--- src/rtl/hpf_pkg.sv ---
package hpf_pkg;

    localparam int HPF_WORD_W  = 9;
    localparam int HPF_DEPTH   = 128;
    localparam int HPF_MARGIN  = 8;

    typedef struct packed {
        logic       mark;
        logic [7:0] payload;
    } hpf_word_t;

    localparam hpf_word_t HPF_END_OK  = '{mark: 1'b1, payload: 8'h00};
    localparam hpf_word_t HPF_END_ERR = '{mark: 1'b1, payload: 8'h01};

    function automatic logic hpf_is_end(input hpf_word_t w);
        return w.mark;
    endfunction

endpackage

--- src/rtl/hpf_fifo_core.sv ---
module hpf_fifo_core #(
    parameter int W     = 9,
    parameter int DEPTH = 128,
    localparam int AW   = (DEPTH > 1) ? $clog2(DEPTH) : 1,
    localparam int CW   = $clog2(DEPTH + 1)
) (
    input  logic          clk,
    input  logic          rst,
    input  logic          wr_req,
    input  logic [W-1:0]  wr_data,
    input  logic          rd_req,
    output logic [W-1:0]  rd_data,
    output logic [CW-1:0] count,
    output logic          full,
    output logic          empty
);

    localparam logic [CW-1:0] CNT_MAX  = CW'(DEPTH);
    localparam logic [AW-1:0] PTR_LAST = AW'(DEPTH - 1);

    logic [W-1:0]  mem [DEPTH];
    logic [AW-1:0] wr_ptr, rd_ptr;
    logic          wr_go, rd_go;

    assign full    = (count == CNT_MAX);
    assign empty   = (count == '0);
    assign wr_go   = wr_req && !full;
    assign rd_go   = rd_req && !empty;
    assign rd_data = mem[rd_ptr];

    function automatic logic [AW-1:0] ptr_next(input logic [AW-1:0] p);
        return (p == PTR_LAST) ? '0 : p + AW'(1);
    endfunction

    always_ff @(posedge clk) begin
        if (wr_go) mem[wr_ptr] <= wr_data;
    end

    always_ff @(posedge clk) begin
        if (rst) begin
            wr_ptr <= '0;
            rd_ptr <= '0;
            count  <= '0;
        end else begin
            if (wr_go) wr_ptr <= ptr_next(wr_ptr);
            if (rd_go) rd_ptr <= ptr_next(rd_ptr);
            case ({wr_go, rd_go})
                2'b10:   count <= count + CW'(1);
                2'b01:   count <= count - CW'(1);
                default: count <= count;
            endcase
        end
    end

    assert_count_bound_R6: assert property (@(posedge clk) disable iff (rst)
        count <= CNT_MAX);
    assert_full_push_dropped_R8: assert property (@(posedge clk) disable iff (rst)
        (wr_req && full && !rd_req) |=> (count == CNT_MAX));
    assert_empty_pop_dropped_R9: assert property (@(posedge clk) disable iff (rst)
        (rd_req && empty && !wr_req) |=> (count == '0));
    assert_both_keep_count_R10: assert property (@(posedge clk) disable iff (rst)
        (wr_req && rd_req && !full && !empty) |=> $stable(count));
    assert_ptr_step_R3: assert property (@(posedge clk) disable iff (rst)
        (rd_req && !empty) |=> (rd_ptr != $past(rd_ptr)) || (DEPTH == 1));

endmodule

--- src/rtl/hpf_almost_flag.sv ---
module hpf_almost_flag #(
    parameter int DEPTH       = 128,
    parameter int MARGIN      = 8,
    parameter bit TOWARD_FULL = 1'b1,
    localparam int CW         = $clog2(DEPTH + 1)
) (
    input  logic          clk,
    input  logic          rst,
    input  logic [CW-1:0] count,
    output logic          almost
);

    generate
        if (TOWARD_FULL) begin : g_free_side
            localparam logic [CW-1:0] TRIP = CW'(DEPTH - MARGIN);
            assign almost = (count >= TRIP);
            assert_afull_at_full_R6: assert property (@(posedge clk) disable iff (rst)
                (count == CW'(DEPTH)) |-> almost);
        end else begin : g_fill_side
            localparam logic [CW-1:0] TRIP = CW'(MARGIN);
            assign almost = (count <= TRIP);
            assert_aempty_at_empty_R7: assert property (@(posedge clk) disable iff (rst)
                (count == '0) |-> almost);
        end
    endgenerate

endmodule

--- src/rtl/hostport_fifo_pair.sv ---
module hostport_fifo_pair
    import hpf_pkg::*;
#(
    parameter int DEPTH  = HPF_DEPTH,
    parameter int MARGIN = HPF_MARGIN,
    parameter int W      = HPF_WORD_W,
    localparam int CW    = $clog2(DEPTH + 1)
) (
    input  logic         clk,
    input  logic         rst,
    input  logic [W-1:0] host_tx_data,
    input  logic         host_tx_push_n,
    output logic         host_tx_full,
    output logic         host_tx_afull,
    output logic [W-1:0] rtr_tx_data,
    output logic         rtr_tx_valid,
    input  logic         rtr_tx_ready,
    input  logic [W-1:0] rtr_rx_data,
    input  logic         rtr_rx_valid,
    output logic         rtr_rx_ready,
    output logic [W-1:0] host_rx_data,
    input  logic         host_rx_pop_n,
    output logic         host_rx_empty,
    output logic         host_rx_aempty
);

    logic [CW-1:0] tx_count, rx_count;
    logic          tx_empty, rx_full;

    hpf_fifo_core #(.W(W), .DEPTH(DEPTH)) u_tx_core (
        .clk     (clk),
        .rst     (rst),
        .wr_req  (!host_tx_push_n),
        .wr_data (host_tx_data),
        .rd_req  (rtr_tx_ready),
        .rd_data (rtr_tx_data),
        .count   (tx_count),
        .full    (host_tx_full),
        .empty   (tx_empty)
    );

    hpf_almost_flag #(.DEPTH(DEPTH), .MARGIN(MARGIN), .TOWARD_FULL(1'b1)) u_tx_flag (
        .clk    (clk),
        .rst    (rst),
        .count  (tx_count),
        .almost (host_tx_afull)
    );

    hpf_fifo_core #(.W(W), .DEPTH(DEPTH)) u_rx_core (
        .clk     (clk),
        .rst     (rst),
        .wr_req  (rtr_rx_valid),
        .wr_data (rtr_rx_data),
        .rd_req  (!host_rx_pop_n),
        .rd_data (host_rx_data),
        .count   (rx_count),
        .full    (rx_full),
        .empty   (host_rx_empty)
    );

    hpf_almost_flag #(.DEPTH(DEPTH), .MARGIN(MARGIN), .TOWARD_FULL(1'b0)) u_rx_flag (
        .clk    (clk),
        .rst    (rst),
        .count  (rx_count),
        .almost (host_rx_aempty)
    );

    assign rtr_tx_valid = !tx_empty;
    assign rtr_rx_ready = !rx_full;

    assert_rx_fallthrough_R4: assert property (@(posedge clk) disable iff (rst)
        (rtr_rx_valid && rtr_rx_ready && host_rx_empty && host_rx_pop_n)
            |=> (!host_rx_empty && host_rx_data == $past(rtr_rx_data)));
    assert_no_push_when_high_R2: assert property (@(posedge clk) disable iff (rst)
        (host_tx_push_n && !rtr_tx_valid) |=> !rtr_tx_valid);
    assert_rx_pop_advances_R5: assert property (@(posedge clk) disable iff (rst)
        (!host_rx_pop_n && !host_rx_empty && !rtr_rx_valid && host_rx_aempty)
            |=> host_rx_aempty);

endmodule

--- config.mk ---
export PLATFORM = sky130hd
export DESIGN_NAME = hostport_fifo_pair
export DESIGN_NICKNAME = d
export VERILOG_FILES = /design/src/rtl/hpf_pkg.sv /design/src/rtl/hpf_fifo_core.sv /design/src/rtl/hpf_almost_flag.sv /design/src/rtl/hostport_fifo_pair.sv
export SDC_FILE = /design/constraint.sdc
export NUM_CORES = 2
export LEC_CHECK = 0
export BUFFER_PORTS_ARGS = -buffer_cell sky130_fd_sc_hd__clkbuf_2
export CAP_MARGIN = 20
export CORE_ASPECT_RATIO = 1.4
export CORE_UTILIZATION = 35
export DETAILED_ROUTE_END_ITERATION = 10
export HOLD_SLACK_MARGIN = 0.15
export MAX_ROUTING_LAYER = met4
export PLACE_DENSITY = 0.49
export SYNTH_ARGS = -nofsm -noshare
export SYNTH_HDL_FRONTEND = slang
export SYNTH_HIERARCHICAL = 1
export SYNTH_SLANG_ARGS = --single-unit
--- constraint.sdc ---
create_clock -name clk -period 7.31 [get_ports clk]
set_input_delay 0.731 -clock clk [delete_from_list [all_inputs] [get_ports clk]]
set_output_delay 0.731 -clock clk [all_outputs]
set_load 0.01 [all_outputs]
# ---- Word-level counts from Yosys, hierarchy flattened
# Memories as Yosys holds them, arrays and structs flattened. A register that Yosys moved wholly into a read port is not among the register bits.
# Cells that the tools add are included.
dict set report classes {
  n_addsub 8
  magnitude_cmp 2
  eq_ne 10
  mux 14
  reduce_logical 14
}
# operator n
set op_table {}
lappend op_table {{$mux W7} 8}
lappend op_table {{$pmux W8 S2} 2}
lappend op_table {{$add A7 B1 Y7 const B} 4}
lappend op_table {{$eq A7 B7 Y1 const B} 4}
lappend op_table {{$add A8 B1 Y8 const B} 2}
lappend op_table {{$eq A8 B8 Y1 const B} 2}
lappend op_table {{$logic_not A8 Y1} 2}
lappend op_table {{$sub A8 B1 Y8 const B} 2}
lappend op_table {{$ge A8 B7 Y1 const B} 1}
lappend op_table {{$le A8 B4 Y1 const B} 1}
lappend op_table {{$logic_not A1 Y1} 6}
lappend op_table {{$eq A2 B1 Y1 const B} 2}
lappend op_table {{$eq A2 B2 Y1 const B} 2}
lappend op_table {{$logic_and A1 B1 Y1} 4}
lappend op_table {{$mux W1} 4}
lappend op_table {{$reduce_bool A2 Y1} 2}
dict set report totals {
  regBits 44
  ramBits 2304
  inputBits 24
  memories 2
}
# name depth word_bits rd rd_ports_with_merged_regs write_ports line
set mem_list {}
lappend mem_list {u_rx_core.mem 128 9 1 1 1 hpf_fifo_core.sv:21} ;# logic [W-1:0] mem [DEPTH];
lappend mem_list {u_tx_core.mem 128 9 1 1 1 hpf_fifo_core.sv:21}

# ---- Longest topological paths before layout
dict set report logic_depth {
  word_depth 5
  mapped_depth 17
}

# ---- By module
# Netlist, hierarchy kept.
# mod n_inst cells_each area_each_um2 seq_area_each_um2
set modules_own_cells {}
lappend modules_own_cells {hpf_fifo_core 2 2303 45740.1 35173.7}
lappend modules_own_cells {{hpf_almost_flag (u_rx_flag)} 1 3 22.5 0.0}
lappend modules_own_cells {hostport_fifo_pair 1 4 15.0 0.0}
lappend modules_own_cells {{hpf_almost_flag (u_tx_flag)} 1 1 10.0 0.0}

# ---- Worst setup path after synthesis
# No wires, ideal clock.
dict set report synth_timing {
  path_type {reg2reg}
  start {register u_tx_core.count[2]}
  end {register u_tx_core.count[6]}
  arrival_ps 3134
  required_ps 7182
  setup_slack_ps 4049
  path_stages_with_launch 17
  period_less_slack_ps 3261
  path_cell_list {dfxtp_1 -> buf_6 -> or3_1 -> buf_4 -> nor4_4 -> nor2b_2 -> clkinv_2 -> ha_1 -> clkbuf_1 -> clkbuf_1 -> xor2_1 -> ha_1 -> a21oi_1 -> o311ai_0 -> a21oi_1 -> xnor2_1 -> nor2_1}
}
dict set report synth_via {
  elab_chain_len 5
}
# element line
set synth_lines {}
lappend synth_lines {{start: declaration} hpf_fifo_core.sv:13} ;# output logic [CW-1:0] count,
lappend synth_lines {{start signal: assignment} hpf_fifo_core.sv:48} ;# 2'b10: count <= count + CW'(1);
lappend synth_lines {{start signal: assignment} hpf_fifo_core.sv:49} ;# 2'b01: count <= count - CW'(1);
lappend synth_lines {{start signal: assignment} hpf_fifo_core.sv:50} ;# default: count <= count;
lappend synth_lines {{$eq A8 B8 Y1 *} hpf_fifo_core.sv:25} ;# assign full = (count == CNT_MAX);
lappend synth_lines {{named net host_tx_full} hostport_fifo_pair.sv:13} ;# output logic host_tx_full,
lappend synth_lines {{$logic_not A1 Y1 *} hpf_fifo_core.sv:27} ;# assign wr_go = wr_req && !full;
lappend synth_lines {{$logic_and A1 B1 Y1 *} hpf_fifo_core.sv:27}
lappend synth_lines {{$eq A2 B1 Y1 or $eq A2 B2 Y1 (tied branches)} hpf_fifo_core.sv:47} ;# case ({wr_go, rd_go})
lappend synth_lines {{$pmux W8 S2 or $reduce_bool A2 Y1 (tied branches)} --}
# Mark *: on every way through the listed nets, which the timed path passes. The rest lies on a longest branch.
# A chain may end at the register's enable or synchronous reset.

==> summary.md <==
| Metric | Value |
|---|---|
| Status | `finished clean` |
| Routed vias/inst | `5.29` |
| Post-synthesis cell area | `between 0.09 and 0.1 sq mm` |
| GP Congestion | `0.791` |
| Sum Neg Setup Slack | `0 ns` |
| Area growth syn-to-layout | `12.1%` |
| Worst skew pair latency | `between 0.8 and 0.9 ns` |
| Hold Crit Class | `primary input to register` |
| Via Count | `44.0k` |
| HPWL after DPL | `140,000 microns` |
| Width of the die | `434 microns` |
| Pwr Total | `between 30,000 and 40,000 uW` |
| Reg2reg path depth | `13` |
| CTS Hold Buffers Added | `0` |
| Yosys warning count | `6` |
| Layout cells sized above 1 | `18.4%` |
| Io pins | `48` |
| GR Overflow Total | `0` |
| WS Path Type | `register to primary output` |
| Fillers | `23.4k` |
| Terminus of the critical flop-to-flop path | `u_rx_core/count[4]` |
| I/O Buffers | `47` |
| Reg clk slew, reported paths | `approximately 0.060 ns` |
| Hold Startpoint | `rtr_rx_data[5]` |
| DR DRC count | `0` |
| Post-synth EDFFs | `2,304` |
| Clock sink total | `2,362` |
| CP startpoint kind | `register` |
| Core area | `0.259 sq mm` |
| Most used cell, CP | `buf_4` |
| Max Buffers Root-to-Sink | `4` |
| RSZ-0062 raised after global routing | `false` |
| # nets final | `4,717` |
| Vias in the first global route | `45.4k` |
| Slew HR | `24.9%` |
| Initial antenna violation count | `1` |
| Syn nets | `4,648` |
| # rows | `221` |
| Synth Register Bits | `2,362` |
| Die Ht | `607 microns` |
| Mapped Cells | `4,614` |
| Primary FF master, synth | `edfxtp_1` |
| Share of Yosys cell area claimed by the top area cell type | `75.6%` |
| Effective utilization at floorplan | `35.3%` |
| Largest area contributor in the netlist | `edfxtp_1` |
| Post-CTS setup buffers | `0` |
| Slowest-stage cell, CP | `and2_2` |
| First-pass GRT wire length | `333,000 microns` |
| Largest net degree at the start of global routing | `between 100 and 150` |
| Peak supply drop | `0.000242 V` |
| Worst path cell trace | `buf_4, and2_2, buf_4, a22oi_1, nand2_1, nand4_1, nor3_1, clkbuf_2` |
| R2r setup slk | `3.10 ns` |
| Crit path DAT | `4.67 ns` |
| Cts bufs inserted | `233` |
| Final setup fails | `0` |
| Final hold vios | `0` |
| DR pass1 iterations | `6` |
| LEAKAGE | `0.0304 uW` |
| Reg-to-reg startpoint | `u_rx_core/count[3]` |
| WHS | `0.338 ns` |
| Pwr Density | `between 200 and 300 mW/mm^2` |
| Synth unique cells | `56` |
| Syn Area/Cell | `19.8 sq um` |
| DR WL/cell | `28.0 microns` |
| Slew Viols, Final | `0` |
| Post-cts sizing count | `0` |
| Async S/R FF share, synth | `0%` |
| Setup Skew | `0.0609 ns` |
| Total GRT Usage | `18.0%` |
| Post-synthesis sequential area ratio | `76.9%` |
| Maxcap violations | `0` |
| Final min period | `5.40 ns` |
| CP endpoint kind | `primary output` |
| Hold path depth | `1` |
| F_max | `0.185 GHz` |
| Slew @ Worst Pin | `between 1 and 1.5 ns` |
| Die area | `0.264 sq mm` |
| Max Fanout on Critical Path | `40` |
| # H-tree levels | `4` |
| Drt initial violations | `~3.4k` |
| Synth top area cells | `edfxtp_1 (76%), mux4_2 (11%), mux2i_1 (3.6%)` |
| Worst Hold End | `u_rx_core/mem[4][5]` |
| CTS tree | `built` |
| Final WL | `233,000 microns` |
| CP max stage delay | `0.90 ns` |
| Fin crit share | `73.9%` |
| DRT antenna net count | `0` |
| Worst endpoint required time | `6.58 ns` |
| CTS Root Cell | `clkbuf_16` |
==> worst max-delay path by stage <==
stage | to | slack [ns] | depth (start not counted)
final | host_rx_data[1] | 1.91 | 8
after global routing | rtr_tx_data[3] | 1.81 | 8
after CTS | host_rx_data[1] | 1.86 | 8
after detailed placement | host_rx_data[1] | 2.83 | 8
after global placement | rtr_tx_data[3] | 2.80 | 8
after floorplan | u_tx_core/count[6] | 4.05 | 16
==> area by class of cell <==
class                      count  area (sq um)  share of cell area (%)
clock buffer                 287          6070                    5.92
multi-input combinational   1968         19900                    19.4
timing repair buffer         100           841                   0.819
inverter                      18          70.1                  0.0683
sequential                  2362         70400                    68.6
tap                         3456          4320                    4.21
clock inverter               123          1040                    1.01
antenna                        2          5.00                 0.00488
==> cell usage after synthesis (all sizes together) (30+ instances only) <==
cell,instances
a22oi,110
nor3,30
edfxtp,2304
nand2,206
dfxtp,58
clkbuf,120
nor2,314
mux4,432
a211oi,132
o22ai,126
nand4,44
o21ai,46
mux2i,326
buf,146
==> worst max-delay path: cells and delay by family, from the launching register on <==
family | cells | cell delay, ns
flops | 1 | 0.35
compound gates | 1 | 0.19
buf+inv | 3 | 1.26
simple gates | 4 | 1.88
==> kinds of logic after synthesis <==
group	share of synthesized area (%)
flip-flops	76.9
buffers and inverters	1.41
AND/OR/NAND/NOR	3.39
adder cells (fa/ha/maj)	0.137
multiplexers	14.2
XOR/XNOR	0.325
AO/OA/AOI/OAI	3.66
==> state kept, by name, summed over array words and instances, names as in the netlist, named ones only <==
register / flops
u_rx_core/mem: 1152
u_tx_core/mem: 1152
u_rx_core/count: 8
u_tx_core/count: 8
u_rx_core/rd_ptr: 7
u_rx_core/wr_ptr: 7
u_tx_core/rd_ptr: 7
u_tx_core/wr_ptr: 7
==> power breakdown <==
group          switching [uW]  total, uW  internal [uW]
registers                 218      15200          15000
clock network            5010      11500           6450
logic                    2180       3580           1410
total                    7410      30200          22800
==> cell usage in the layout, fill, tap and decap left out, types with 16 or more instances in the layout <==
master     netlist  routed
nand4_1         44      44
a22oi_1        110     110
a211oi_1       132     132
bufinv_16        0      17
mux2i_1        326     326
clkbuf_1       120      51
o21ai_0         46      46
clkinv_2         2      38
nand2_1        190     190
clkbuf_2         0      29
dfxtp_1         58      52
edfxtp_1      2304    2304
clkinv_1         0      55
nor2b_1         18      16
nor3_1          30      30
buf_4           20      58
o22a_1          18      18
o22ai_1        126     126
clkbuf_16        0     234
xor2_1          24      24
a21oi_1         20      20
nand3_1         20      20
nor2_1         310     308
mux4_2         432     432
==> routing by layer <==
layer  vias up  global-route usage (%)  wire length [microns]
met5         -                       -                      0
met3       366                    2.18                   9660
met1     23500                    21.2                  90500
met4         0                    5.15                   6780
li1      19100                       -                      -
met2      1076                    32.2                 126000
==> metrics by stage <==
step / setup slack, ns / instance area, sq um / utilization [%] / instances
detailed placement: 2.83 / 95500 / 36.8 / 7904
finish: 1.91 / 103000 / 39.6 / 8316
global placement: 2.80 / 95500 / 36.8 / 7903
floorplan: 4.05 / 91500 / - / 4614
global route: 1.81 / 103000 / 39.6 / 8315
CTS: 1.86 / 103000 / 39.6 / 8314
(Power assumes the default switching activity.)
